===== src/rtl/cic_pkg.sv =====
package cic_pkg;

    localparam int unsigned BUS_W = 32;
    localparam logic [BUS_W-1:0] NO_LINE_CODE = '1;

    typedef enum logic [9:0] {
        RW_IDENT  = 10'd0,
        RW_COUNT  = 10'd1,
        RW_NEXT   = 10'd2,
        RW_CLRALL = 10'd3,
        RW_OFF    = 10'd4,
        RW_ON     = 10'd5
    } reg_word_e;

endpackage


===== src/rtl/cic_line_bank.sv =====
module cic_line_bank #(
    parameter int unsigned N_LINES = 64,
    localparam int unsigned IW = (N_LINES > 1) ? $clog2(N_LINES) : 1
) (
    input  logic               clk,
    input  logic               rst_n,
    input  logic [N_LINES-1:0] lines_in,
    input  logic               set_on,
    input  logic               set_off,
    input  logic               clr_all,
    input  logic [IW-1:0]      sel_idx,
    output logic [N_LINES-1:0] level_q,
    output logic [N_LINES-1:0] en_q,
    output logic [N_LINES-1:0] level_nx,
    output logic [N_LINES-1:0] en_nx
);

    assign level_nx = lines_in;

    for (genvar g = 0; g < N_LINES; g++) begin : g_line
        logic hit;
        assign hit = (sel_idx == IW'(g));

        always_comb begin
            if (clr_all)
                en_nx[g] = 1'b0;
            else if (set_on && hit)
                en_nx[g] = 1'b1;
            else if (set_off && hit)
                en_nx[g] = 1'b0;
            else
                en_nx[g] = en_q[g];
        end

        always_ff @(posedge clk) begin
            if (!rst_n) begin
                en_q[g]    <= 1'b0;
                level_q[g] <= 1'b0;
            end else begin
                en_q[g]    <= en_nx[g];
                level_q[g] <= level_nx[g];
            end
        end
    end

    // an enable write leaves the named line enabled
    p_enable_sticks_r7: assert property (@(posedge clk) disable iff (!rst_n)
        (set_on && !clr_all) |=> en_q[$past(sel_idx)]);

    // a disable write leaves the named line disabled
    p_disable_sticks_r6: assert property (@(posedge clk) disable iff (!rst_n)
        (set_off && !clr_all) |=> !en_q[$past(sel_idx)]);

endmodule


===== src/rtl/cic_tally.sv =====
module cic_tally #(
    parameter int unsigned N_LINES = 64,
    localparam int unsigned CW = $clog2(N_LINES + 1)
) (
    input  logic               clk,
    input  logic               rst_n,
    input  logic [N_LINES-1:0] active_nx,
    output logic [CW-1:0]      count_q
);

    logic [CW-1:0] sum;

    always_comb begin
        sum = '0;
        for (int i = 0; i < N_LINES; i++)
            sum = sum + CW'(active_nx[i]);
    end

    always_ff @(posedge clk) begin
        if (!rst_n)
            count_q <= '0;
        else
            count_q <= sum;
    end

    // the tally never exceeds the number of lines
    p_count_bound_r4: assert property (@(posedge clk) disable iff (!rst_n)
        count_q <= CW'(N_LINES));

endmodule


===== src/rtl/cic_lowest.sv =====
module cic_lowest #(
    parameter int unsigned N_LINES = 64,
    localparam int unsigned IW = (N_LINES > 1) ? $clog2(N_LINES) : 1
) (
    input  logic               clk,
    input  logic               rst_n,
    input  logic [N_LINES-1:0] active,
    output logic               has_any,
    output logic [IW-1:0]      low_idx
);

    always_comb begin
        has_any = 1'b0;
        low_idx = '0;
        for (int i = N_LINES - 1; i >= 0; i--) begin
            if (active[i]) begin
                has_any = 1'b1;
                low_idx = IW'(i);
            end
        end
    end

    // a reported line is itself active
    p_pick_active_r3: assert property (@(posedge clk) disable iff (!rst_n)
        has_any |-> active[low_idx]);

    // the none indication only occurs with no active line
    p_none_empty_r3: assert property (@(posedge clk) disable iff (!rst_n)
        !has_any |-> (active == '0));

    // no active line sits below the reported one
    p_none_below_r3: assert property (@(posedge clk) disable iff (!rst_n)
        has_any |-> ((active & ((N_LINES'(1) << low_idx) - N_LINES'(1))) == '0));

endmodule


===== src/rtl/cnt_irq_ctrl.sv =====
module cnt_irq_ctrl
    import cic_pkg::*;
#(
    parameter int unsigned     N_LINES  = 64,
    parameter logic [31:0]     ID_VALUE = 32'hC1C0_0001
) (
    input  logic               clk,
    input  logic               rst_n,
    input  logic [N_LINES-1:0] irq_in,
    input  logic               bus_en,
    input  logic               bus_wr,
    input  logic [31:0]        bus_addr,
    input  logic [31:0]        bus_wdata,
    output logic [31:0]        bus_rdata,
    output logic               bus_err,
    output logic               irq_out
);

    localparam int unsigned IW = (N_LINES > 1) ? $clog2(N_LINES) : 1;
    localparam int unsigned CW = $clog2(N_LINES + 1);

    logic [9:0]         word;
    logic               idx_ok;
    logic               wr_on, wr_off, wr_clr;
    logic               unused_addr_bits;
    logic [N_LINES-1:0] level_q, en_q, level_nx, en_nx;
    logic [CW-1:0]      count_q;
    logic               has_any;
    logic [IW-1:0]      low_idx;
    logic [31:0]        rd_mux;
    logic               rd_bad;

    assign word             = bus_addr[11:2];
    assign unused_addr_bits = ^{bus_addr[31:12], bus_addr[1:0]};
    assign idx_ok           = (bus_wdata < 32'(N_LINES));

    always_comb begin
        wr_on  = 1'b0;
        wr_off = 1'b0;
        wr_clr = 1'b0;
        if (bus_en && bus_wr) begin
            case (word)
                RW_CLRALL: wr_clr = 1'b1;
                RW_OFF:    wr_off = idx_ok;
                RW_ON:     wr_on  = idx_ok;
                default:   ;
            endcase
        end
    end

    cic_line_bank #(.N_LINES(N_LINES)) u_bank (
        .clk      (clk),
        .rst_n    (rst_n),
        .lines_in (irq_in),
        .set_on   (wr_on),
        .set_off  (wr_off),
        .clr_all  (wr_clr),
        .sel_idx  (bus_wdata[IW-1:0]),
        .level_q  (level_q),
        .en_q     (en_q),
        .level_nx (level_nx),
        .en_nx    (en_nx)
    );

    cic_tally #(.N_LINES(N_LINES)) u_tally (
        .clk       (clk),
        .rst_n     (rst_n),
        .active_nx (level_nx & en_nx),
        .count_q   (count_q)
    );

    cic_lowest #(.N_LINES(N_LINES)) u_lowest (
        .clk     (clk),
        .rst_n   (rst_n),
        .active  (level_q & en_q),
        .has_any (has_any),
        .low_idx (low_idx)
    );

    always_comb begin
        rd_mux = '0;
        rd_bad = 1'b0;
        case (word)
            RW_IDENT:                 rd_mux = ID_VALUE;
            RW_COUNT:                 rd_mux = 32'(count_q);
            RW_NEXT:                  rd_mux = has_any ? 32'(low_idx) : NO_LINE_CODE;
            RW_CLRALL, RW_OFF, RW_ON: rd_mux = '0;
            default:                  rd_bad = 1'b1;
        endcase
    end

    always_ff @(posedge clk) begin
        if (!rst_n) begin
            bus_rdata <= '0;
            bus_err   <= 1'b0;
        end else begin
            bus_err <= bus_en && !bus_wr && rd_bad;
            if (bus_en && !bus_wr)
                bus_rdata <= rd_mux;
        end
    end

    assign irq_out = (count_q != '0);

    // clearing all enables empties the tally and drops the request
    p_clear_all_r5: assert property (@(posedge clk) disable iff (!rst_n)
        (bus_en && bus_wr && word == RW_CLRALL) |=> (count_q == '0 && !irq_out));

    // out-of-range index writes leave every enable untouched
    p_oob_ignored_r8: assert property (@(posedge clk) disable iff (!rst_n)
        (bus_en && bus_wr && (word == RW_ON || word == RW_OFF)
         && bus_wdata >= 32'(N_LINES)) |=> $stable(en_q));

    // undefined reads return zero with an error pulse
    p_undef_read_r11: assert property (@(posedge clk) disable iff (!rst_n)
        (bus_en && !bus_wr && word > 10'd5) |=> (bus_err && bus_rdata == '0));

    // writes never raise the error flag
    p_write_no_err_r11: assert property (@(posedge clk) disable iff (!rst_n)
        (bus_en && bus_wr) |=> !bus_err);

endmodule


===== config.mk =====
export PLATFORM = sky130hd
export DESIGN_NAME = cnt_irq_ctrl
export DESIGN_NICKNAME = d
export VERILOG_FILES = /design/src/rtl/cic_pkg.sv /design/src/rtl/cic_line_bank.sv /design/src/rtl/cic_tally.sv /design/src/rtl/cic_lowest.sv /design/src/rtl/cnt_irq_ctrl.sv
export SDC_FILE = /design/constraint.sdc
export NUM_CORES = 1
export LEC_CHECK = 0
export BUFFER_PORTS_ARGS = -buffer_cell sky130_fd_sc_hd__buf_2
export CORE_ASPECT_RATIO = 0.75
export CORE_UTILIZATION = 35
export CTS_CLUSTER_DIAMETER = 100
export DETAILED_ROUTE_END_ITERATION = 8
export MAX_ROUTING_LAYER = met4
export PLACE_DENSITY_LB_ADDON = 0.25
export SETUP_SLACK_MARGIN = 0.3
export SYNTH_ARGS = -nofsm -noshare
export SYNTH_HDL_FRONTEND = slang
export SYNTH_HIERARCHICAL = 1
export SYNTH_SLANG_ARGS = --single-unit
export TNS_END_PERCENT = 50

===== constraint.sdc =====
create_clock -name clk -period 11.25 [get_ports clk]
set_clock_uncertainty 0.15 [all_clocks]
set_input_delay 1.6875 -clock clk [delete_from_list [all_inputs] [get_ports clk]]
set_output_delay 1.6875 -clock clk [all_outputs]
set_load 0.1 [all_outputs]

# Yosys cells after proc, flatten, opt, wreduce, memory -nomap -nowiden
# Cells that the tools add are included.
# classes
add_sub_neg	63
n_mul	0
div_mod_pow	0
n_lt_le_gt_ge	1
n_eq_ne	68
shifts	0
muxes	329
bitwise	2
reduce_logical	136
# ops
cell	n
7-bit by 1-bit adder with 7-bit output	62
6-bit two-way mux	64
1-bit two-way mux	263
6-bit equality test, second input constant	32
1-bit logical AND	131
64-bit bitwise AND	2
6-bit by 5-bit equality test with 1-bit output, second input constant	16
32-bit one-hot mux with 3 select lines	1
6-bit by 4-bit equality test with 1-bit output, second input constant	8
32-bit by 7-bit < comparator with 1-bit output, second input constant	1
32-bit two-way mux	1
6-bit by 3-bit equality test with 1-bit output, second input constant	4
10-bit by 2-bit equality test with 1-bit output, second input constant	2
10-bit by 3-bit equality test with 1-bit output, second input constant	2
6-bit by 2-bit equality test with 1-bit output, second input constant	2
10-bit by 1-bit equality test with 1-bit output, second input constant	1
10-bit logical NOT	1
7-bit nonzero test	1
6-bit by 1-bit equality test with 1-bit output, second input constant	1
6-bit logical NOT	1
6-bit OR reduction	1
1-bit by 1-bit adder with 2-bit output	1
1-bit logical NOT	1
# word_totals
regBits	168
latch_bits	0
ramBits	0
rom_bits	0
input_bits	132
wordCells	730
mem_count	0

# Longest topological paths before layout
# depth
ltp_word	71
depth_mapped	27
depth_no_buf	26

# Cells and area by module
# The synthesis kept the hierarchy.
# by_module_without_submodules
module	instances	cells_per_inst	area_per_inst_um2	seq_area_each_um2
cic_line_bank	1	534	5061.1	2562.5
cic_tally	1	196	1945.6	140.1
cnt_irq_ctrl	1	225	1644.1	200.2
cic_lowest	1	140	763.2	0.0

# Worst setup path before layout
# OpenSTA, ideal clock, no wires.
# synth_timing
kind	input port to flip-flop
startpoint	in bus_wdata[12]
endpoint	reg u_tally.count_q[4]
setup_time_ns	0.095
arrival_time_ns	8.969
required_time_ns	11.005
slack_ns	2.035
stages	23
n_path_buf	1
cell_sequence	or4_4 > nor4_2 > and4_1 > and3_1 > or3b_1 > clkbuf_1 > o21ai_0 > o22ai_1 > and2_1 > fa_1 > inv_1 > fa_1 > fa_1 > fa_1 > fa_1 > fa_1 > fa_1 > fa_1 > fa_1 > fa_1 > nor2b_1 > o21ai_0 > a221oi_1
# synth_lines
element	line_no	source
start, declared	cnt_irq_ctrl.sv:13	input logic [31:0] bus_wdata,
32-bit by 7-bit < comparator with 1-bit output	cnt_irq_ctrl.sv:35	assign idx_ok = (bus_wdata < 32'(N_LINES));
1-bit two-way mux	cnt_irq_ctrl.sv:42	case (word)
1-bit two-way mux	cnt_irq_ctrl.sv:41	if (bus_en && bus_wr) begin
named net wr_off	cnt_irq_ctrl.sv:24	logic wr_on, wr_off, wr_clr;
1-bit logical AND	cic_line_bank.sv:29	else if (set_off && hit)
1-bit two-way mux	cic_line_bank.sv:29	
1-bit two-way mux	cic_line_bank.sv:27	else if (set_on && hit)
1-bit two-way mux	cic_line_bank.sv:25	if (clr_all)
named net en_nx[13]	cnt_irq_ctrl.sv:26	logic [N_LINES-1:0] level_q, en_q, level_nx, en_nx;
64-bit bitwise AND	cnt_irq_ctrl.sv:68	.active_nx (level_nx & en_nx),
7-bit by 1-bit adder with 7-bit output (51 in series)	cic_tally.sv:16	sum = sum + CW'(active_nx[i]);
end signal, assigned	cic_tally.sv:23	count_q <= sum;
end, declared	cic_tally.sv:8	output logic [CW-1:0] count_q
# The timed path passes the listed nets, and every way through them passes these cells.
# A chain may end at the register's enable or synchronous reset.

# Final worst setup path
# Same ends and word-level chain as after synthesis.

==> key figures <==
STA
  • Slew @ Worst Pin: 0.986 ns
  • Max_slew headroom: 0.341
  • Minimum clock period: 9.70 ns
  • Final period util: 0.862
  • Endpoints failing setup: 0
  • Setup_tns: 0 ns
  • RSZ-0062 raised after global routing: false
  • Number of hold violations in the final report: 0
  • Fin. max-slew vios: 0
  • Max Clock Freq: 0.103 GHz

Routing
  • DR WL/cell: 19.7 um
  • Vias per inst: 5.37
  • Post-Route M1 WL: 14.4 mm
  • Met2 WL: 12.3 mm
  • Routed wl met3: 2.21 mm
  • Post-Route WL: 29.3 mm
  • DR pass1 iterations: 8
  • Remaining DRCs: 0
  • Highest Signal Layer: met4
  • Total number of vias: 7968
  • Final ANT Viol Nets: 0
  • Number of DRC markers in iteration 0: 674

Final layout
  • Fill count: 2701
  • Final nets: 1328
  • Commonest non-fill, non-tap cell in the layout: and2_1
  • Cell Count, Final, Fillers Out: 1483
  • Commonest cells after routing, fill and taps aside: 193 x and2_1, 145 x dfxtp_1, 143 x buf_2, 128 x o22ai_1, 103 x inv_1
  • Area growth, synth to finish: 10.3%
  • Share of layout cells above drive strength 1: 0.178

Hold path
  • Worst hold-check path type: reg -> reg

GRT
  • Largest net degree at the start of global routing: 66
  • Initial antenna violation count: 2
  • GRT overflow: 0
  • Total GRT Usage: 0.222
  • Vias in the first global route: 7254
  • First-pass GRT wire length: 43.4 mm

Worst setup path
  • Critical Path RT: 11.44 ns
  • Worst setup SP type: input pin
  • Top delay family on crit path: adder cells
  • Critical path endpoint category: flip-flop
  • Slowest stage delay, CP: 0.67 ns
  • Crit path max fanout: 16
  • CP bufs+invs: 2
  • Slowest cell on crit path: or3b_1
  • Worst Path Arrival: 9.89 ns
  • Crit-path cells: buf_2 -> or4_4 -> nor4_2 -> and4_1 -> and3_1 -> or3b_1 -> o21ai_0 -> o22ai_1 -> and2_1 -> fa_1 -> inv_1 -> fa_1 -> fa_1 -> fa_1 -> fa_1 -> fa_1 -> fa_1 -> fa_1 -> fa_1 -> fa_1 -> nor2b_1 -> o21ai_0 -> a221oi_1
  • WS Path Type: in -> reg
  • Crit path top cell by count: fa_1

Placed design
  • Post-DP HPWL: 22.0 mm
  • GPL Wtd Cong: 1.02
  • Placed Instances: 1451
  • PortBufs: 143

Yosys
  • Synth unique cells: 68
  • Syn avg cell area: 8.60 sq um
  • Ys async rst share: 0
  • Post-synth EDFFs: 0
  • Post-synthesis sequential area ratio: 0.308
  • Syn Nets: 1297
  • Yosys reg bits: 145
  • Ys Warns: 6
  • Synth Cell Area: 9410 sq um
  • Synth Instances: 1095
  • Top FF cell, synth: dfxtp_1

Floorplanning
  • Initial core utilization: 0.360
  • I/O pin count: 166
  • Core ar.: 26200 sq um
  • Die span in y: 144 um
  • Overall die width: 191 um
  • # rows: 51
  • DIE AREA: 27600 sq um

Status
  • Status: complete, no violations

Clock network
  • Hold buffers post-CTS: 0
  • Total clock buffers created by CTS: 17
  • Bufs on Longest Clock Path: 2
  • Htree depth: 4
  • Clk sinks: 145
  • Post-CTS resize count: 0
  • Post-CTS setup buffer count: 0
  • Clock transition at path regs: 0.06 ns
  • CTS tree: built
  • CTS root buf: clkbuf_16
  • Clock latency on the worst-skew pair: 0.44 ns

Job
  • Max cap viols: 0

Power
  • Cell Pwr Density: 116 nW/um^2
  • VDD IR max: 0.0760 mV
  • Static Leak: 4.35 nW
==> per-stage QoR <==
stage	hold WS (ns)	worst slack [ns]	cell area (sq um)	utilization	power [mW]
final	0.315	1.55	10400	0.397	1.20
after global routing	0.338	1.20	10400	0.397	1.24
after CTS	0.320	1.61	10400	0.397	1.21
after detailed placement	0.307	1.16	9760	0.373	0.603
after global placement	0.298	1.17	9760	0.373	0.602
after floorplan	0.323	2.04	9410	-	0.582
==> layout make-up <==
type,count,area (sq um),share of cell area
multi-input cells,704,5240,0.505
diodes,2,5.00,0.000482
clock inverters,11,163,0.0157
repair buffers,154,798,0.0769
clock buffers,19,453,0.0436
flip-flops and latches,145,2900,0.280
well taps,344,430,0.0415
inverters,104,390,0.0376
==> final timing paths <==
kind                                 startpoint  slack, ns  cells past startpoint            endpoint
worst max-delay path              bus_wdata[12]       1.55                     23  u_tally/count_q[4]
worst min-delay path               bus_rdata[0]       0.32                      2        bus_rdata[0]
worst max register to register  u_bank/en_q[25]       4.60                     19  u_tally/count_q[4]
worst min register to register     bus_rdata[0]       0.32                      2        bus_rdata[0]
==> per-layer routing <==
metal,up-vias,GRT usage
li1,3778,-
met3,22,0.0408
met2,293,0.303
met4,0,0.0526
met5,-,-
met1,3875,0.333
==> where the power goes <==
| group | leakage (nW) | switching (mW) | internal (mW) |
|---|---|---|---|
| clock | 0.297 | 0.230 | 0.378 |
| sequential | 1.19 | 0.00272 | 0.526 |
| combinational | 2.87 | 0.0385 | 0.0253 |
==> registers in the layout (all words and copies together), names as in the netlist <==
signal,count
bus_rdata,9
u_bank/level_q,64
bus_err,1
u_tally/count_q,7
u_bank/en_q,64
==> worst register-to-register path: stages (launching register included) <==
cell and delay, ns:
dfxtp_1 0.31, o21ai_0 0.10, o22ai_1 0.16, and2_1 0.15, inv_1 0.06, fa_1 0.54, inv_1 0.08, fa_1 0.56
fa_1 0.53, inv_1 0.05, fa_1 0.45, fa_1 0.58, fa_1 0.45, fa_1 0.51, fa_1 0.43, fa_1 0.42
fa_1 0.39, nor2b_1 0.26, o21ai_0 0.12, a221oi_1 0.26
==> synth_stat cells, types with 16 or more instances <==
master,instances,share of area
buf_4,87,0.069
o22ai_1,128,0.085
and2_1,193,0.13
dfxtp_1,145,0.31
clkbuf_1,36,0.014
o21ai_0,67,0.036
a21oi_1,16,0.0085
nor4_1,19,0.013
ha_1,16,0.021
fa_1,54,0.11
inv_1,103,0.041
nand2_1,20,0.0080
nor2_1,37,0.015
==> cell families (layout without fill, tap and decap cells) <==
kind of cell / after synthesis / after routing / synth area share
and+or+nand+nor: 364 / 364 / 0.242
buffers and inverters: 246 / 288 / 0.136
other: 0 / 2 / 0
AOI/OAI and AO/OA: 270 / 270 / 0.177
adders and majority gates: 70 / 70 / 0.136
DFF: 145 / 145 / 0.308
No activity file was read; power rests on OpenSTA's default activity.
